[config.mk]
export PLATFORM = sky130hd
export DESIGN_NAME = periph_timer16
export DESIGN_NICKNAME = d
export VERILOG_FILES = /design/src/rtl/tmr16_pkg.sv /design/src/rtl/tmr_clk_sel.sv /design/src/rtl/tmr_prescaler.sv /design/src/rtl/tmr_count.sv /design/src/rtl/periph_timer16.sv
export SDC_FILE = /design/constraint.sdc
export NUM_CORES = 1
export LEC_CHECK = 0
export ABC_AREA = 1
export BUFFER_PORTS_ARGS = -buffer_cell sky130_fd_sc_hd__buf_2
export CAP_MARGIN = 20
export CORE_UTILIZATION = 50
export DETAILED_ROUTE_END_ITERATION = 8
export PLACE_DENSITY = 0.69
export SLEW_MARGIN = 20
export SYNTH_ARGS = -nofsm -noshare
export SYNTH_HDL_FRONTEND = slang
export SYNTH_SLANG_ARGS = --single-unit
[constraint.sdc]
create_clock -name clk_i -period 2.7 [get_ports clk_i]
set_clock_uncertainty 0.05 [all_clocks]
set_input_delay 0.135 -clock clk_i [delete_from_list [all_inputs] [get_ports clk_i]]
set_output_delay 0.135 -clock clk_i [all_outputs]
set_load 0.05 [all_outputs]
[src/rtl/tmr16_pkg.sv]
package tmr16_pkg;
  typedef enum logic [1:0] {
    SRC_DIV4 = 2'b00,
    SRC_SYS  = 2'b01,
    SRC_EXT  = 2'b10,
    SRC_RSVD = 2'b11
  } src_e;

  typedef struct packed {
    src_e       src;
    logic [1:0] ps;
    logic       osc_sel;
    logic       nosync;
    logic       wide;
    logic       run;
  } ctrl_t;

  localparam logic [1:0] A_CTRL = 2'd0;
  localparam logic [1:0] A_LO   = 2'd1;
  localparam logic [1:0] A_HI   = 2'd2;
  localparam logic [1:0] A_STAT = 2'd3;
endpackage

[src/rtl/tmr_clk_sel.sv]
module tmr_clk_sel
  import tmr16_pkg::*;
#(
  parameter int DIV_W = 2
) (
  input  logic clk_i,
  input  logic rst_ni,
  input  src_e src_i,
  input  logic osc_sel_i,
  input  logic nosync_i,
  input  logic pin_i,
  input  logic osc_i,
  output logic tick_o
);
  logic [DIV_W-1:0] div_q;
  logic raw, s1_q, s2_q, s3_q, pq_q, ext_tick;

  assign raw = osc_sel_i ? osc_i : pin_i;

  always_ff @(posedge clk_i or negedge rst_ni) begin
    if (!rst_ni) begin
      div_q <= '0;
      s1_q  <= 1'b0;
      s2_q  <= 1'b0;
      s3_q  <= 1'b0;
      pq_q  <= 1'b0;
    end else begin
      div_q <= div_q + DIV_W'(1);
      s1_q  <= raw;
      s2_q  <= s1_q;
      s3_q  <= s2_q;
      pq_q  <= raw;
    end
  end

  assign ext_tick = nosync_i ? (raw & ~pq_q) : (s2_q & ~s3_q);

  always_comb begin
    unique case (src_i)
      SRC_DIV4: tick_o = &div_q;
      SRC_SYS:  tick_o = 1'b1;
      SRC_EXT:  tick_o = ext_tick;
      default:  tick_o = 1'b0;
    endcase
  end

  // synchronised edge must come from input seen two clocks earlier
  assert_sync_edge_R4: assert property (@(posedge clk_i) disable iff (!rst_ni)
    (src_i == SRC_EXT && !nosync_i && tick_o) |-> $past(raw, 2));
endmodule

[src/rtl/tmr_prescaler.sv]
module tmr_prescaler #(
  parameter int PS_W = 2
) (
  input  logic            clk_i,
  input  logic            rst_ni,
  input  logic            tick_i,
  input  logic [PS_W-1:0] ps_i,
  input  logic            clr_i,
  output logic            inc_o
);
  localparam int PC_W = (1 << PS_W) - 1;

  logic [PC_W-1:0] pcnt_q, limit;
  logic [PC_W:0]   lim_full;

  assign lim_full = ((PC_W+1)'(1) << ps_i) - (PC_W+1)'(1);
  assign limit    = lim_full[PC_W-1:0];
  assign inc_o    = tick_i && (pcnt_q == limit);

  always_ff @(posedge clk_i or negedge rst_ni) begin
    if (!rst_ni)     pcnt_q <= '0;
    else if (clr_i)  pcnt_q <= '0;
    else if (tick_i) pcnt_q <= inc_o ? '0 : pcnt_q + PC_W'(1);
  end

  assert_pcnt_range_R10: assert property (@(posedge clk_i) disable iff (!rst_ni)
    pcnt_q <= limit);
endmodule

[src/rtl/tmr_count.sv]
module tmr_count #(
  parameter int DW = 8
) (
  input  logic          clk_i,
  input  logic          rst_ni,
  input  logic          inc_i,
  input  logic          wide_i,
  input  logic          wr_lo_i,
  input  logic          wr_hi_i,
  input  logic          rd_lo_i,
  input  logic          flag_clr_i,
  input  logic [DW-1:0] wdata_i,
  output logic [2*DW-1:0] cnt_o,
  output logic [DW-1:0] hi_rbuf_o,
  output logic          flag_o
);
  localparam int CW = 2 * DW;

  logic [CW-1:0] cnt_q;
  logic [DW-1:0] hi_wbuf_q, hi_rbuf_q;
  logic          flag_q, cnt_wr, wrap;

  assign cnt_wr = wr_lo_i | (wr_hi_i & ~wide_i);
  assign wrap   = inc_i && (cnt_q == {CW{1'b1}}) && !cnt_wr;

  always_ff @(posedge clk_i or negedge rst_ni) begin
    if (!rst_ni) begin
      cnt_q     <= '0;
      hi_wbuf_q <= '0;
      hi_rbuf_q <= '0;
      flag_q    <= 1'b0;
    end else begin
      if (wr_lo_i) begin
        cnt_q[DW-1:0] <= wdata_i;
        if (wide_i) cnt_q[CW-1:DW] <= hi_wbuf_q;
      end else if (wr_hi_i && !wide_i) begin
        cnt_q[CW-1:DW] <= wdata_i;
      end else if (inc_i) begin
        cnt_q <= cnt_q + CW'(1);
      end
      if (wr_hi_i && wide_i) hi_wbuf_q <= wdata_i;
      if (rd_lo_i && wide_i) hi_rbuf_q <= cnt_q[CW-1:DW];
      if (wrap)            flag_q <= 1'b1;
      else if (flag_clr_i) flag_q <= 1'b0;
    end
  end

  assign cnt_o     = cnt_q;
  assign hi_rbuf_o = hi_rbuf_q;
  assign flag_o    = flag_q;

  assert_wrap_sets_flag_R7: assert property (@(posedge clk_i) disable iff (!rst_ni)
    (inc_i && cnt_q == {CW{1'b1}} && !cnt_wr) |=> (flag_q && cnt_q == '0));
  assert_flag_sticky_R7: assert property (@(posedge clk_i) disable iff (!rst_ni)
    (flag_q && !flag_clr_i) |=> flag_q);
  assert_wide_commit_R9: assert property (@(posedge clk_i) disable iff (!rst_ni)
    (wide_i && wr_lo_i) |=> (cnt_q[CW-1:DW] == $past(hi_wbuf_q)));
endmodule

[src/rtl/periph_timer16.sv]
module periph_timer16
  import tmr16_pkg::*;
#(
  parameter int DW    = 8,
  parameter int AW    = 2,
  parameter int PS_W  = 2,
  parameter int DIV_W = 2
) (
  input  logic          clk_i,
  input  logic          rst_ni,
  input  logic [AW-1:0] addr_i,
  input  logic [DW-1:0] wdata_i,
  input  logic          we_i,
  input  logic          re_i,
  output logic [DW-1:0] rdata_o,
  input  logic          pin_i,
  input  logic          osc_i,
  output logic          ovf_o
);
  localparam int CW = 2 * DW;

  ctrl_t         ctrl_q, ctrl_d;
  logic          src_tick, run_tick, inc, ps_clr;
  logic          wr_ctrl, wr_lo, wr_hi, wr_stat, rd_lo, flag;
  logic [CW-1:0] cnt;
  logic [DW-1:0] hi_rbuf;

  assign ctrl_d  = ctrl_t'(wdata_i[7:0]);
  assign wr_ctrl = we_i && addr_i == AW'(A_CTRL);
  assign wr_lo   = we_i && addr_i == AW'(A_LO);
  assign wr_hi   = we_i && addr_i == AW'(A_HI);
  assign wr_stat = we_i && addr_i == AW'(A_STAT);
  assign rd_lo   = re_i && addr_i == AW'(A_LO);

  always_ff @(posedge clk_i or negedge rst_ni) begin
    if (!rst_ni)      ctrl_q <= '0;
    else if (wr_ctrl) ctrl_q <= ctrl_d;
  end

  assign ps_clr = wr_lo | wr_hi |
                  (wr_ctrl && (ctrl_d.ps != ctrl_q.ps || !ctrl_d.run));

  tmr_clk_sel #(.DIV_W(DIV_W)) u_src (
    .clk_i     (clk_i),
    .rst_ni    (rst_ni),
    .src_i     (ctrl_q.src),
    .osc_sel_i (ctrl_q.osc_sel),
    .nosync_i  (ctrl_q.nosync),
    .pin_i     (pin_i),
    .osc_i     (osc_i),
    .tick_o    (src_tick)
  );

  assign run_tick = src_tick & ctrl_q.run;

  tmr_prescaler #(.PS_W(PS_W)) u_ps (
    .clk_i  (clk_i),
    .rst_ni (rst_ni),
    .tick_i (run_tick),
    .ps_i   (ctrl_q.ps),
    .clr_i  (ps_clr),
    .inc_o  (inc)
  );

  tmr_count #(.DW(DW)) u_cnt (
    .clk_i      (clk_i),
    .rst_ni     (rst_ni),
    .inc_i      (inc),
    .wide_i     (ctrl_q.wide),
    .wr_lo_i    (wr_lo),
    .wr_hi_i    (wr_hi),
    .rd_lo_i    (rd_lo),
    .flag_clr_i (wr_stat && !wdata_i[0]),
    .wdata_i    (wdata_i),
    .cnt_o      (cnt),
    .hi_rbuf_o  (hi_rbuf),
    .flag_o     (flag)
  );

  always_comb begin
    unique case (addr_i)
      AW'(A_CTRL): rdata_o = DW'(ctrl_q);
      AW'(A_LO):   rdata_o = cnt[DW-1:0];
      AW'(A_HI):   rdata_o = ctrl_q.wide ? hi_rbuf : cnt[CW-1:DW];
      default:     rdata_o = {{(DW-1){1'b0}}, flag};
    endcase
  end

  assign ovf_o = flag;

  assert_halt_hold_R6: assert property (@(posedge clk_i) disable iff (!rst_ni)
    (!ctrl_q.run && !we_i) |=> $stable(cnt));
endmodule

==> results.json, run 1 <==
{
  "grt_pass1_vias": 2488,
  "vias": 2711,
  "cts_tree": "built",
  "syn_inst": 400,
  "port_buffers": 24,
  "drt_iter0_markers": 223,
  "antenna_cells": 0,
  "synthArstFlopShare_pct": 100,
  "syn_to_final_growth_pct": 9.04,
  "synth-main-ff-cell": "dfrtp_1",
  "leakagePower_nw": 1.61,
  "fin_area_um2": 3170,
  "numCtsBuffers": 5,
  "slowest_stage": "dfrtp_1",
  "htree_levels": 2,
  "status": "finished, final reports clean",
  "synthTopCellsByCount": "135 x nand2_1, 49 x dfrtp_1, 48 x inv_1",
  "avgSynthCellArea_um2": 7.26,
  "finalWirelength_um": 7440,
  "ys_ff_latch": 49,
  "cts_hold_buffers": 1,
  "cts_buffer_depth": 2,
  "cts_sinks": 49,
  "dpl_cell_area_um2": 3080,
  "slew_violations": 0,
  "synth_edf_count": 0,
  "overflow": 0,
  "track_usage_pct": 26.5,
  "globalplace.congestion": 0.883,
  "syn_area_um2": 2910,
  "detail-route-antenna-nets": 0,
  "start_util_pct": 52.4,
  "maxSlewHeadroom_pct": 42.7,
  "grt_pass1_wl_um": 12300,
  "final_nets": 445,
  "met1_length_um": 3620,
  "cp.required_ps": 2520,
  "drc": 0,
  "min_path_type": "in2reg",
  "yosys_warnings": 0,
  "rsz0062_at_grt": "false",
  "pwr_density_cell_nw_per_um2": 782,
  "synth_area_leader_cell": "dfrtp_1",
  "fmax_mhz": 489,
  "tns_ps": 0,
  "arrival_ps": 1860,
  "path_cells": "inv_1, o21ai_0, a21oi_1, a21oi_1, nand3_1, buf_2",
  "post_cts_resized": 0,
  "die_w_um": 78.2,
  "crit_type": "reg2out",
  "wl_met2_um": 3320,
  "post-route-min-period_ps": 2050,
  "hold_violations": 0,
  "viasPerCell": 5.45,
  "grt_max_degree": 38,
  "crit_fanout": 16,
  "dpl.hpwl_um": 5510,
  "root_buffer": "clkbuf_8",
  "slowest_delay_ps": 480,
  "die_h_um": 78.2,
  "dr_wl_met3_um": 410,
  "crit_top_cell": "a21oi_1",
  "whs_path_depth": 4,
  "clk_pin_slew_ps": 80,
  "yosysSeqAreaShare_pct": 42.2,
  "die_area_um2": 6120,
  "cp-start-kind": "flip-flop",
  "irDropWorstVdd_mv": 0.325,
  "syn_nets": 419,
  "worstRegToRegCells": 10,
  "setup_violations": 0,
  "detail_route.wl_per_cell_um": 15.0,
  "clk_latency_ps": 300,
  "worstSetupEndpointType": "primary output",
  "power_mw": 2.48,
  "drt_first_pass_iters": 5,
  "worstMarginPinSlew_ps": 860,
  "synth_top_area_share_pct": 42.2,
  "core-area_um2": 5540,
  "top_layer_used": "met4",
  "min_period_over_period_pct": 75.8,
  "synth_area_leaders": "dfrtp_1 42%, nand2_1 17%, o21ai_0 8.1%, inv_1 6.2%, nand3_1 6.0%",
  "cap_violations": 0,
  "post_cts.repair.setup_buffers": 0,
  "io_pins": 25,
  "antenna_found_initial": 0,
  "synth.most_common_cell": "nand2_1",
  "ys_types": 34,
  "core.rowCount": 27,
  "drive_gt1_share_pct": 12.5
}
[routing by layer]
layer  up-vias  global-route usage, %
met5         -                      0
met2        91                   41.5
met1      1266                   37.9
met3         9                   4.65
met4         0                   7.04
li1       1345                      -
[logic make-up (layout without fill, tap and decap cells)]
kind of cell | after synthesis | count (layout) | share of synthesized area, %
AND/OR/NAND/NOR | 199 | 199 | 30.6
AO/OA/AOI/OAI | 85 | 85 | 16.5
buffers and inverters | 61 | 86 | 8.53
flip-flops | 49 | 49 | 42.2
adder cells (fa/ha/maj) | 3 | 3 | 1.29
XOR/XNOR | 3 | 3 | 0.905
[sequential cells by signal (all words and copies together) (netlist names)]
name / cells
ctrl_q: 8
u_cnt.cnt_o: 16
u_cnt.flag_o: 1
u_cnt.hi_rbuf_o: 8
u_cnt.hi_wbuf_q: 8
u_ps.pcnt_q: 3
u_src.div_q: 2
u_src.s1_q: 1
u_src.s2_q: 1
u_src.s3_q: 1
[placed cells by master, fill, tap and decap left out, types with 3 or more instances in the layout]
| cell type | n |
|---|---|
| ha_1 | 3 |
| nand2_1 | 135 |
| inv_1 | 48 |
| o211ai_1 | 7 |
| nor2_1 | 13 |
| o21ai_1 | 7 |
| nand3_1 | 35 |
| a21oi_1 | 16 |
| dfrtp_1 | 49 |
| o21ai_0 | 47 |
| buf_2 | 24 |
| clkbuf_8 | 5 |
| inv_2 | 4 |
| nor2_2 | 3 |
[worst max-delay path, delay by kind of cell (launching register included)]
kind,cells,cell delay [ps]
AO/OA/AOI/OAI,3,370
flip-flops,1,480
AND/OR/NAND/NOR,1,90
buffers and inverters,2,600
[path summary, 6_finish.rpt]
kind	from	to	slack, ps
max in group asynchronous	rst_ni	u_cnt.hi_wbuf_q[7]	1520
max reg2reg	u_cnt.cnt_o[0]	u_cnt.cnt_o[12]	960
min reg2reg	u_src.s1_q	u_src.s2_q	340
min	osc_i	u_src.s1_q	100
max	ctrl_q[1]	rdata_o[0]	650
min in group asynchronous	rst_ni	u_ps.pcnt_q[2]	430
[final cells by class]
| cell class | instances | area (um2) |
|---|---|---|
| Clock buffer | 5 | 68.8 |
| Clock inverter | 1 | 5.00 |
| Fill cell | 517 | 2370 |
| Inverter | 53 | 201 |
| Multi-Input combinational cell | 290 | 1430 |
| Sequential cell | 49 | 1230 |
| Tap cell | 72 | 90.1 |
| Timing Repair Buffer | 27 | 145 |
[report_power, final]
part	switching (mW)	internal (mW)	total, mW	leakage, nW
logic	0.599	0.294	0.893	0.940
clock network	0.236	0.171	0.407	0.0399
registers	0.221	0.957	1.18	0.631
[stage by stage]
step | std cells | hold WS [ps] | util, % | setup slack (ps)
global route | 497 | 118 | 57.2 | 538
CTS | 497 | 95.8 | 57.2 | 646
detailed placement | 490 | 239 | 55.7 | 975
global placement | 490 | 238 | 55.7 | 991
floorplan | 400 | -211 | - | 1070
finish | 497 | 102 | 57.2 | 654
Note: power is estimated with default switching activity, not from simulation.
==> inputs of run 2 (changes only) <==
--- a/config.mk
+++ b/config.mk
@@ -5,12 +5,12 @@
 export SDC_FILE = /design/constraint.sdc
 export NUM_CORES = 1
 export LEC_CHECK = 0
-export ABC_AREA = 1
+export ABC_AREA = 0
 export BUFFER_PORTS_ARGS = -buffer_cell sky130_fd_sc_hd__buf_2
 export CAP_MARGIN = 20
 export CORE_UTILIZATION = 50
 export DETAILED_ROUTE_END_ITERATION = 8
-export PLACE_DENSITY = 0.69
+export PLACE_DENSITY = 0.72
 export SLEW_MARGIN = 20
 export SYNTH_ARGS = -nofsm -noshare
 export SYNTH_HDL_FRONTEND = slang
==> constraint.sdc (replaced) <==
create_clock -name clk_i -period 1.7 [get_ports clk_i]
set_clock_uncertainty 0.05 [all_clocks]
set_input_delay 0.085 -clock clk_i [delete_from_list [all_inputs] [get_ports clk_i]]
set_output_delay 0.085 -clock clk_i [all_outputs]
set_load 0.05 [all_outputs]
==> results.json, run 2 <==
{
  "vias": 2775,
  "slew_violations": 0,
  "synthArstFlopShare_pct": 100,
  "worstSetupEndpointType": "flip-flop",
  "pwr_density_cell_nw_per_um2": 1180,
  "post-route-min-period_ps": 2290,
  "grt_pass1_wl_um": 13200,
  "slowest_stage": "or4_4",
  "synth_area_leaders": "dfrtp_1 45%, mux2_2 9.1%, o21ai_0 5.9%, nand2_1 5.2%, mux2i_1 2.6%",
  "cap_violations": 0,
  "detail_route.wl_per_cell_um": 20.1,
  "setup_slack_ps": -592,
  "clk_pin_slew_ps": 110,
  "globalplace.congestion": 0.916,
  "numCtsBuffers": 5,
  "antenna_found_initial": 0,
  "dpl.hpwl_um": 5670,
  "syn_nets": 305,
  "layout_common_cells": "56 x buf_4, 49 x dfrtp_1, 34 x nand2_1, 21 x mux2_2, 16 x buf_2",
  "synthTopCellsByCount": "49 x dfrtp_1, 38 x nand2_1, 32 x o21ai_0",
  "cts_tree": "built",
  "critPathBufInv": 0,
  "worstRegToRegCells": 6,
  "grt_pass1_vias": 2670,
  "synth_top_area_share_pct": 44.9,
  "path_cells": "or4_4, a21oi_4, a31oi_4, or3_4, or4_4, nand3_2",
  "slowest_delay_ps": 550,
  "wl_met2_um": 4350,
  "irDropWorstVdd_mv": 0.745,
  "cts_sinks": 49,
  "syn_to_final_growth_pct": 45.8,
  "synth.most_common_cell": "dfrtp_1",
  "worstMarginPinSlew_ps": 623,
  "crit_fanout": 5,
  "largest_reg_flops": 16,
  "io_pins": 25,
  "fin_cells": 444,
  "critPathTopFamily": "simple AND/OR/NAND/NOR gates",
  "port_buffers": 24,
  "antenna_cells": 0,
  "met1_length_um": 3610,
  "ys_ff_latch": 49,
  "status": "finished with violations",
  "ys_types": 50,
  "clk_latency_ps": 310,
  "yosys_warnings": 0,
  "final_common_cell": "buf_4",
  "maxSlewHeadroom_pct": 58.5,
  "rsz0062_at_grt": "true",
  "avgSynthCellArea_um2": 9.55,
  "cp.required_ps": 1910,
  "drc": 0,
  "synth-main-ff-cell": "dfrtp_1",
  "synth_area_leader_cell": "dfrtp_1",
  "final_nets": 392,
  "start_util_pct": 52.8,
  "cp-start-kind": "flip-flop",
  "finalWirelength_um": 8910,
  "crit_cells": 6,
  "hold_violations": 0,
  "post-place-ws_ps": -688,
  "leakagePower_nw": 1.68,
  "holdWs_ps": 15.5,
  "yosysSeqAreaShare_pct": 44.9,
  "min_period_over_period_pct": 135,
  "core-area_um2": 5170,
  "grt_max_degree": 50,
  "violations": "setup timing",
  "syn_area_um2": 2730,
  "die_area_um2": 5760,
  "power_mw": 4.72,
  "fmax_mhz": 436,
  "setup_violations": 27,
  "syn_inst": 286,
  "crit_type": "reg2reg",
  "numPlacedInstances": 419,
  "synth_edf_count": 0,
  "drive_gt1_share_pct": 44.9,
  "die_h_um": 75.9,
  "viasPerCell": 6.25,
  "drt_first_pass_iters": 5,
  "cts_buffer_depth": 2,
  "core.rowCount": 26,
  "detail-route-antenna-nets": 0,
  "whs_path_depth": 2,
  "drt_iter0_markers": 232,
  "crit_top_cell": "or4_4",
  "track_usage_pct": 32.1,
  "dr_wl_met3_um": 613,
  "overflow": 0,
  "die_w_um": 75.9,
  "top_layer_used": "met4",
  "arrival_ps": 2500,
  "htree_levels": 2,
  "root_buffer": "clkbuf_8",
  "min_path_type": "in2reg"
}
[run 2: changes by cell type after synthesis, moves of 7 or more]
| cell | previous run | this run |
|---|---|---|
| inv_1 | 48 | 6 |
| mux2i_1 | 0 | 7 |
| nand3_1 | 35 | 12 |
| clkbuf_1 | 4 | 13 |
| o21ai_1 | 7 | 0 |
| mux2_2 | 0 | 22 |
| o21ai_0 | 47 | 32 |
| nand2_1 | 135 | 38 |
[run 2: power by group]
group	leakage, nW	internal, mW	switching [mW]	total [mW]
Combinational	1.04	1.11	1.18	2.30
Clock	0.0445	0.293	0.433	0.726
Sequential	0.600	1.45	0.243	1.69
[run 2: path summary, 6_finish.rpt]
path	start	end	slack, ps
setup / recovery	u_ps.pcnt_q[1]	u_cnt.cnt_o[15]	-590
hold / removal	wdata_i[1]	u_cnt.hi_wbuf_q[1]	20
setup reg to reg	u_ps.pcnt_q[1]	u_cnt.cnt_o[15]	-590
hold reg to reg	u_src.s1_q	u_src.s2_q	340
max in group asynchronous	rst_ni	u_cnt.cnt_o[4]	830
min in group asynchronous	rst_ni	u_cnt.hi_rbuf_o[0]	350
[run 2: timing repair]
item,4_1_cts,5_1_grt
hold buffers,2,0
hold endpoints to repair,50,0
setup buffers,8,6
endpoints found under the setup margin,36,29
resized for setup,63,31
pin swaps,8,25
cloned,1,0
[run 2: stage by stage]
| stage | area, um2 | setup TNS, ps | utilization (%) |
|---|---|---|---|
| after floorplan | 2810 | -7470 | - |
| after global placement | 3370 | -9170 | 65.1 |
| final | 3980 | -9870 | 76.9 |
| after CTS | 3780 | -8820 | 73.0 |
| after detailed placement | 3370 | -9940 | 65.1 |
| after global routing | 3980 | -11590 | 76.9 |
[run 2: per-layer routing]
| layer | up-vias | global-route usage [%] |
|---|---|---|
| li1 | 1238 | - |
| met1 | 1360 | 39.7 |
| met2 | 144 | 51.5 |
| met3 | 33 | 8.60 |
| met4 | 0 | 16.7 |
| met5 | - | 0 |
[run 2: logic make-up after synthesis]
| family | synth area share (%) |
|---|---|
| compound gates | 16.9 |
| xor+xnor | 2.57 |
| fa+ha+maj | 1.38 |
| buf+inv | 2.93 |
| flops | 44.9 |
| mux | 12.5 |
| simple gates | 18.9 |
[run 2: worst register-to-register path, stage by stage, from the launching register on]
cell     delay, ps
dfrtp_1        380
or4_4          550
a21oi_4        200
a31oi_4         60
or3_4          440
or4_4          500
nand3_2         70
[run 2: final cells by class]
type                            instances  area (um2)
Tap cell                               70        87.6
Clock buffer                            5        68.8
Fill cell                             333        1190
Sequential cell                        49        1230
Inverter                                6        22.5
Timing Repair Buffer                   94         783
Multi-Input combinational cell        217        1770
Clock inverter                          3        21.3
